==> src/rtl/fsc_pkg.sv <==
package fsc_pkg;
  localparam int STATUS_W = 8;
  localparam int PROT_W   = 4;
  localparam int BUSY_POS = 0;
  localparam int WEL_POS  = 1;
  localparam int PROT_LSB = 2;
  localparam int AUTO_POS = PROT_LSB + PROT_W;
  localparam int LOCK_POS = AUTO_POS + 1;

  typedef struct packed {
    logic setWel;
    logic clrWel;
    logic setBusy;
    logic clrBusy;
    logic loadProt;
    logic setAuto;
    logic clrAuto;
    logic accept;
    logic reject;
  } ctlStrobes_t;
endpackage

==> src/rtl/fsc_ctrl.sv <==
module fsc_ctrl
  import fsc_pkg::*;
(
  input  logic        wrEnableCmd,
  input  logic        wrDisableCmd,
  input  logic        statusWriteCmd,
  input  logic        byteProgCmd,
  input  logic        sectorEraseCmd,
  input  logic        blockEraseCmd,
  input  logic        chipEraseCmd,
  input  logic        autoProgStartCmd,
  input  logic        autoProgEndCmd,
  input  logic        opDone,
  input  logic        autoLimit,
  input  logic        wrProtN,
  input  logic        busyQ,
  input  logic        welQ,
  input  logic        autoQ,
  input  logic        lockQ,
  output ctlStrobes_t strobes
);
  logic anyCmd;
  logic progOrErase;

  assign progOrErase = byteProgCmd | sectorEraseCmd | blockEraseCmd | chipEraseCmd;
  assign anyCmd = wrEnableCmd | wrDisableCmd | statusWriteCmd | progOrErase
                | autoProgStartCmd | autoProgEndCmd;

  always_comb begin
    strobes = '0;
    // completion of the running operation
    if (opDone && busyQ) begin
      strobes.clrBusy = 1'b1;
      if (!autoQ || autoLimit) begin
        strobes.clrWel  = 1'b1;
        strobes.clrAuto = 1'b1;
      end
    end
    // command arbitration, fixed priority
    if (anyCmd) begin
      if (busyQ) begin
        strobes.reject = 1'b1;
      end else if (wrDisableCmd) begin
        strobes.accept  = 1'b1;
        strobes.clrWel  = 1'b1;
        strobes.clrAuto = 1'b1;
      end else if (wrEnableCmd) begin
        if (autoQ) strobes.reject = 1'b1;
        else begin
          strobes.accept = 1'b1;
          strobes.setWel = 1'b1;
        end
      end else if (statusWriteCmd) begin
        if (autoQ || !welQ || (!wrProtN && lockQ)) strobes.reject = 1'b1;
        else begin
          strobes.accept   = 1'b1;
          strobes.loadProt = 1'b1;
          strobes.clrWel   = 1'b1;
        end
      end else if (progOrErase) begin
        if (autoQ || !welQ) strobes.reject = 1'b1;
        else begin
          strobes.accept  = 1'b1;
          strobes.setBusy = 1'b1;
        end
      end else if (autoProgStartCmd) begin
        if (!welQ) strobes.reject = 1'b1;
        else begin
          strobes.accept  = 1'b1;
          strobes.setBusy = 1'b1;
          strobes.setAuto = 1'b1;
        end
      end else begin
        if (!autoQ) strobes.reject = 1'b1;
        else begin
          strobes.accept  = 1'b1;
          strobes.clrWel  = 1'b1;
          strobes.clrAuto = 1'b1;
        end
      end
    end
  end
endmodule

==> src/rtl/fsc_regs.sv <==
module fsc_regs
  import fsc_pkg::*;
(
  input  logic                clk,
  input  logic                rstN,
  input  ctlStrobes_t         strobes,
  input  logic [STATUS_W-1:0] statusWrData,
  output logic                busyQ,
  output logic                welQ,
  output logic                autoQ,
  output logic                lockQ,
  output logic [STATUS_W-1:0] statusByte,
  output logic                cmdAccept,
  output logic                cmdReject
);
  logic [PROT_W-1:0] protQ;

  always_ff @(posedge clk or negedge rstN) begin
    if (!rstN) begin
      busyQ     <= 1'b0;
      welQ      <= 1'b0;
      autoQ     <= 1'b0;
      lockQ     <= 1'b1;
      protQ     <= '1;
      cmdAccept <= 1'b0;
      cmdReject <= 1'b0;
    end else begin
      cmdAccept <= strobes.accept;
      cmdReject <= strobes.reject;
      if (strobes.setBusy)      busyQ <= 1'b1;
      else if (strobes.clrBusy) busyQ <= 1'b0;
      if (strobes.setWel)       welQ <= 1'b1;
      else if (strobes.clrWel)  welQ <= 1'b0;
      if (strobes.setAuto)      autoQ <= 1'b1;
      else if (strobes.clrAuto) autoQ <= 1'b0;
      if (strobes.loadProt) begin
        lockQ <= statusWrData[LOCK_POS];
        protQ <= statusWrData[PROT_LSB +: PROT_W];
      end
    end
  end

  always_comb begin
    statusByte = '0;
    statusByte[BUSY_POS]            = busyQ;
    statusByte[WEL_POS]             = welQ;
    statusByte[PROT_LSB +: PROT_W]  = protQ;
    statusByte[AUTO_POS]            = autoQ;
    statusByte[LOCK_POS]            = lockQ;
  end
endmodule

==> src/rtl/flash_status_ctl.sv <==
module flash_status_ctl
  import fsc_pkg::*;
(
  input  logic                clk,
  input  logic                rstN,
  input  logic                wrEnableCmd,
  input  logic                wrDisableCmd,
  input  logic                statusWriteCmd,
  input  logic [STATUS_W-1:0] statusWrData,
  input  logic                byteProgCmd,
  input  logic                sectorEraseCmd,
  input  logic                blockEraseCmd,
  input  logic                chipEraseCmd,
  input  logic                autoProgStartCmd,
  input  logic                autoProgEndCmd,
  input  logic                opDone,
  input  logic                autoLimit,
  input  logic                wrProtN,
  output logic [STATUS_W-1:0] statusByte,
  output logic                cmdAccept,
  output logic                cmdReject,
  output logic                busy
);
  ctlStrobes_t strobes;
  logic busyQ, welQ, autoQ, lockQ;

  fsc_ctrl ctrl_i (
    .wrEnableCmd(wrEnableCmd), .wrDisableCmd(wrDisableCmd),
    .statusWriteCmd(statusWriteCmd), .byteProgCmd(byteProgCmd),
    .sectorEraseCmd(sectorEraseCmd), .blockEraseCmd(blockEraseCmd),
    .chipEraseCmd(chipEraseCmd), .autoProgStartCmd(autoProgStartCmd),
    .autoProgEndCmd(autoProgEndCmd), .opDone(opDone), .autoLimit(autoLimit),
    .wrProtN(wrProtN), .busyQ(busyQ), .welQ(welQ), .autoQ(autoQ),
    .lockQ(lockQ), .strobes(strobes)
  );

  fsc_regs regs_i (
    .clk(clk), .rstN(rstN), .strobes(strobes), .statusWrData(statusWrData),
    .busyQ(busyQ), .welQ(welQ), .autoQ(autoQ), .lockQ(lockQ),
    .statusByte(statusByte), .cmdAccept(cmdAccept), .cmdReject(cmdReject)
  );

  assign busy = busyQ;
endmodule

==> config.mk <==
export PLATFORM = sky130hd
export DESIGN_NAME = flash_status_ctl
export DESIGN_NICKNAME = d
export VERILOG_FILES = /design/src/rtl/fsc_pkg.sv /design/src/rtl/fsc_ctrl.sv /design/src/rtl/fsc_regs.sv /design/src/rtl/flash_status_ctl.sv
export SDC_FILE = /design/constraint.sdc
export NUM_CORES = 1
export LEC_CHECK = 0
export BUFFER_PORTS_ARGS = -buffer_cell sky130_fd_sc_hd__buf_4
export CAP_MARGIN = 20
export CORE_AREA = 10 10 47 49
export DETAILED_ROUTE_END_ITERATION = 16
export DIE_AREA = 0 0 57 59
export GPL_ROUTABILITY_DRIVEN = 1
export PLACE_DENSITY = 0.77
export REMOVE_ABC_BUFFERS = 1
export SLEW_MARGIN = 20
export SYNTH_ARGS = -nofsm -noshare
export SYNTH_HDL_FRONTEND = slang
export SYNTH_HIERARCHICAL = 1
export SYNTH_SLANG_ARGS = --single-unit
export TNS_END_PERCENT = 100
==> constraint.sdc <==
create_clock -name clk -period 3.1 [get_ports clk]
set_input_delay 0.62 -clock clk [delete_from_list [all_inputs] [get_ports clk]]
set_output_delay 0.62 -clock clk [all_outputs]
set_load 0.02 [all_outputs]
* After elaboration in Yosys (flattened, before gate mapping)
Cells that the tools add are included.
Cells by class: equality and inequality tests 0, order comparisons 0, shifts and indexed selects 0, multiply operators 0, add/sub/neg operators 0, divide/modulo/power cells 0, muxes and demuxes 48, reductions and logical operators 11, bitwise logic cells 8
Operator list (number):
- $mux W1 | 33
- $mux W2 | 10
- $mux W3 | 3
- $or A1 B1 Y1 | 8
- $reduce_bool A2 Y1 | 3
- $mux W5 | 1
- $mux W4 | 1
- $logic_not A1 Y1 | 3
- $logic_or A1 B1 Y1 | 3
- $logic_and A1 B1 Y1 | 2
Storage, ports and cells: word-level logic and storage cells 74, memory bits (writable) 0, memories kept 0, output and inout port bits 11, latch bits 0, flip-flop bits (word level) 10, memory bits (read-only) 0, bits of input ports 22

* Depth between registers and ports, before layout
depth in word-level cells 14, mapped depth 6, depth with buffers taken out 6

* By module
The synthesis kept the hierarchy.
Modules (own cells, without submodules):
- fsc_regs | area an instance 376.6 um2, cells an instance 25, times used 1, seq. area each 256.5 um2
- fsc_ctrl | area an instance 203.9 um2, cells an instance 31, times used 1, seq. area each 0.0 um2

* Least setup slack after synthesis
Ideal clock, no wire load.
path type input-to-reg, start point in wrEnableCmd, end point reg regs_i.lockQ, slack 1.233 ns, buffers on the path 0, arrival 1.785 ns, stages on the path 4, library setup time 0.082 ns, data required time 3.018 ns, cell sequence and4bb_2 -> nand2_1 -> nor3_1 -> mux2_2
RTL lines:
- from (decl) | RTL line flash_status_ctl.sv:6 | input logic wrEnableCmd,
- to (signal assigned) | RTL line fsc_regs.sv:37 | lockQ <= statusWrData[LOCK_POS];
- to (decl) | RTL line fsc_regs.sv:11 | output logic lockQ,

==> impl_results.md <==
- Setup tns final: 0 ps
- Sequential area share after synthesis: 44.2%
- Yosys reg bits: 10
- CTS H-Tree Depth: 1
- ANT nets after route: 0
- Placement Setup Slack: around 840 ps
- Family with the most delay on the worst path: simple AND/OR/NAND/NOR gates
- Post-cts repair resize count: 0
- Post-route insts no fill: 101
- Highest Signal Layer: met4
- Crit Path Class: in -> reg
- Min cycle time layout: a little over 2000 ps
- Outcome: finished clean
- Avg Inst Size Synth: 10.4 um2
- Hold_buf cts: 0
- Final Util: 58.1%
- Slowest stage delay, CP: 620 ps
- Synthesized area: 581 um2
- Area added between synthesis and finish: 40.3%
- Buf+Inv Stages, Crit Path: 1
- Routed vias: about 530
- Clock sink count: 10
- Min Hold Slack: between 150 and 200 ps
- Max-slew violation count: 0
- Rows: 14
- Clock Latency Late Sink: 260 ps
- CTS tree: yes
- Number of vias per cell: between 5 and 6
- Register area: 256 um2
- First-pass GRT wire length: 2360 um
- M1 WL: 525 um
- Final Net Count: 108
- Rel. slew slack: 46.7%
- Slowest cell on crit path: nor3_1
- DIE HEIGHT: 59 um
- Worst Max-Slew Pin Slew: 794 ps
- Critical-path cell list: buf_4 -> and4bb_2 -> nand2_1 -> nor3_1 -> mux2_2
- DRT iter0 DRCs: 10
- Met3 wire length: 105 um
- IO Pins: 33
- Multi-input logic area: 275 um2
- CP endpoint kind: register
- Final hold vios: 0
- CP max FO: 5
- Ant. Diodes: 0
- Drt drc: 0
- Endpoints failing setup: 0
- CTS Root Cell: clkbuf_4
- Mapped Cells: 56
- Core Box Area: 0.00140 mm2
- Hold Path Class: in -> async
- Final wirelength: 1480 um
- Number of setup buffers added after CTS: 0
- Most common cell after layout, fill and taps aside: buf_4
- # Max-Cap Violations: 0
- RSZ-0062 raised after global routing: false
- Warnings from Yosys: 6
- Tcrit/Tclk final: 64.9%
- Share of layout cells above drive strength 1: 52.9%
- Fmax: between 0.4 and 0.5 GHz
- GRT Total Usage: 8.62%
- Filler cells: roughly 130
- DP Wirelength: 1280 um
- Gp weighted congestion: about 0.86
- Mean routed wirelength per cell: 14.6 um
- Vias in the first global route: between 500 and 600
- Largest net degree at the start of global routing: 11
- Initial Utilization: 41.4%
- Worst VDD drop: 0.457 mV
- Power per Cell Area: roughly 800 mW/mm2
- Startpoint class of the critical path: primary input
- Synth unique cells: 25
- Crit path DAT: 2190 ps
- Chip width: roughly 57 um
- Drt pass-1 iters: 4
- Wire length on met2: 838 um
- Initial antenna violation count: 0
- Leak: 0.387 nW
- Final clock skew: a little over 7 ps
- Max clock buf depth: 2
- I/O Buffers: 29
- Inst Count DP: 97
- Overflow after GRT: 0
- WP data required: between 3000 and 4000 ps
- CTS clk-pin slew, worst paths: around 70 ps
- Final WS setup: 1090 ps
- Die area: 0.00336 mm2
- Total CTS buffers: 3
-- synth_stat cells --
| library cell | n | area [um2] |
|---|---|---|
| inv_1 | 5 | 18.8 |
| dfrtp_1 | 5 | 125 |
| nand4_1 | 1 | 6.26 |
| o22ai_1 | 1 | 6.26 |
| mux2_2 | 5 | 56.3 |
| a221oi_4 | 1 | 26.3 |
| a21o_1 | 3 | 22.5 |
| a22o_1 | 1 | 8.76 |
| a31oi_1 | 1 | 6.26 |
| nand2_1 | 2 | 7.51 |
| and3_1 | 1 | 6.26 |
| buf_4 | 4 | 30.0 |
| o41ai_1 | 1 | 8.76 |
| nor2_1 | 5 | 18.8 |
| or4_4 | 1 | 11.3 |
| nor4_1 | 1 | 6.26 |
| a311oi_1 | 1 | 8.76 |
| nand3_1 | 2 | 10.0 |
| and4bb_2 | 1 | 12.5 |
| nor3_1 | 3 | 15.0 |
| o2111ai_1 | 1 | 8.76 |
| dfstp_2 | 5 | 131 |
| nand2b_1 | 1 | 6.26 |
| o21ai_0 | 2 | 10.0 |
| and2_1 | 2 | 12.5 |
-- report_power, final --
| part | total [W] | switching, W | internal, W |
|---|---|---|---|
| combinational | 0.000322 | 0.000165 | 0.000156 |
| clock | 0.0000914 | 0.0000419 | 0.0000495 |
| sequential | 0.000257 | 0.0000470 | 0.000211 |
-- cell type report --
type,instances,share of cell area (%)
clock buffers,4,3.23
flip-flops and latches,10,31.5
well taps,16,2.46
multi-input cells,37,33.8
inverters,5,2.30
repair buffers,29,26.7
-- layer usage --
metal / GRT usage, % / vias to the layer above
li1: - / 260
met1: 7.99 / 244
met2: 16.4 / 19
met3: 4.29 / 2
met4: 2.01 / 0
met5: 0 / -
-- registers in the layout, summed over array words and instances (netlist names) --
name	flops
regs_i/cmdAccept	1
regs_i/busyQ	1
regs_i/welQ	1
regs_i/autoQ	1
regs_i/cmdReject	1
regs_i/lockQ	1
regs_i/protQ	4
-- cells by family (layout without fill, tap and decap cells) --
group,count (synthesis),after routing,share of synthesized area [%]
and+or+nand+nor,20,20,19.4
DFF,10,10,44.2
muxes,5,5,9.70
buffers and inverters,9,38,8.41
AOI/OAI and AO/OA,12,12,18.3
-- path summary, 6_finish.rpt --
kind,startpoint,end,cells after the start,slack [ps]
worst max-delay path,wrEnableCmd,regs_i/protQ[2]$_DFFE_PN1P_,5,1090
worst min-delay path,rstN,regs_i/autoQ$_DFFE_PN0P_,1,180
worst max register to register,regs_i/autoQ$_DFFE_PN0P_,regs_i/protQ[2]$_DFFE_PN1P_,4,1090
worst min register to register,regs_i/welQ$_DFFE_PN0P_,regs_i/welQ$_DFFE_PN0P_,1,570
max in group asynchronous,rstN,regs_i/lockQ$_DFFE_PN1P_,1,2700
min in group clk,regs_i/welQ$_DFFE_PN0P_,regs_i/welQ$_DFFE_PN0P_,1,570
-- stage by stage --
step,cell area (um2),power (W)
final,815,0.000670
after global routing,815,0.000716
after CTS,815,0.000683
after detailed placement,788,0.000589
after global placement,788,0.000578
after floorplan,551,0.000435
Power figures use the tool's default switching activity.
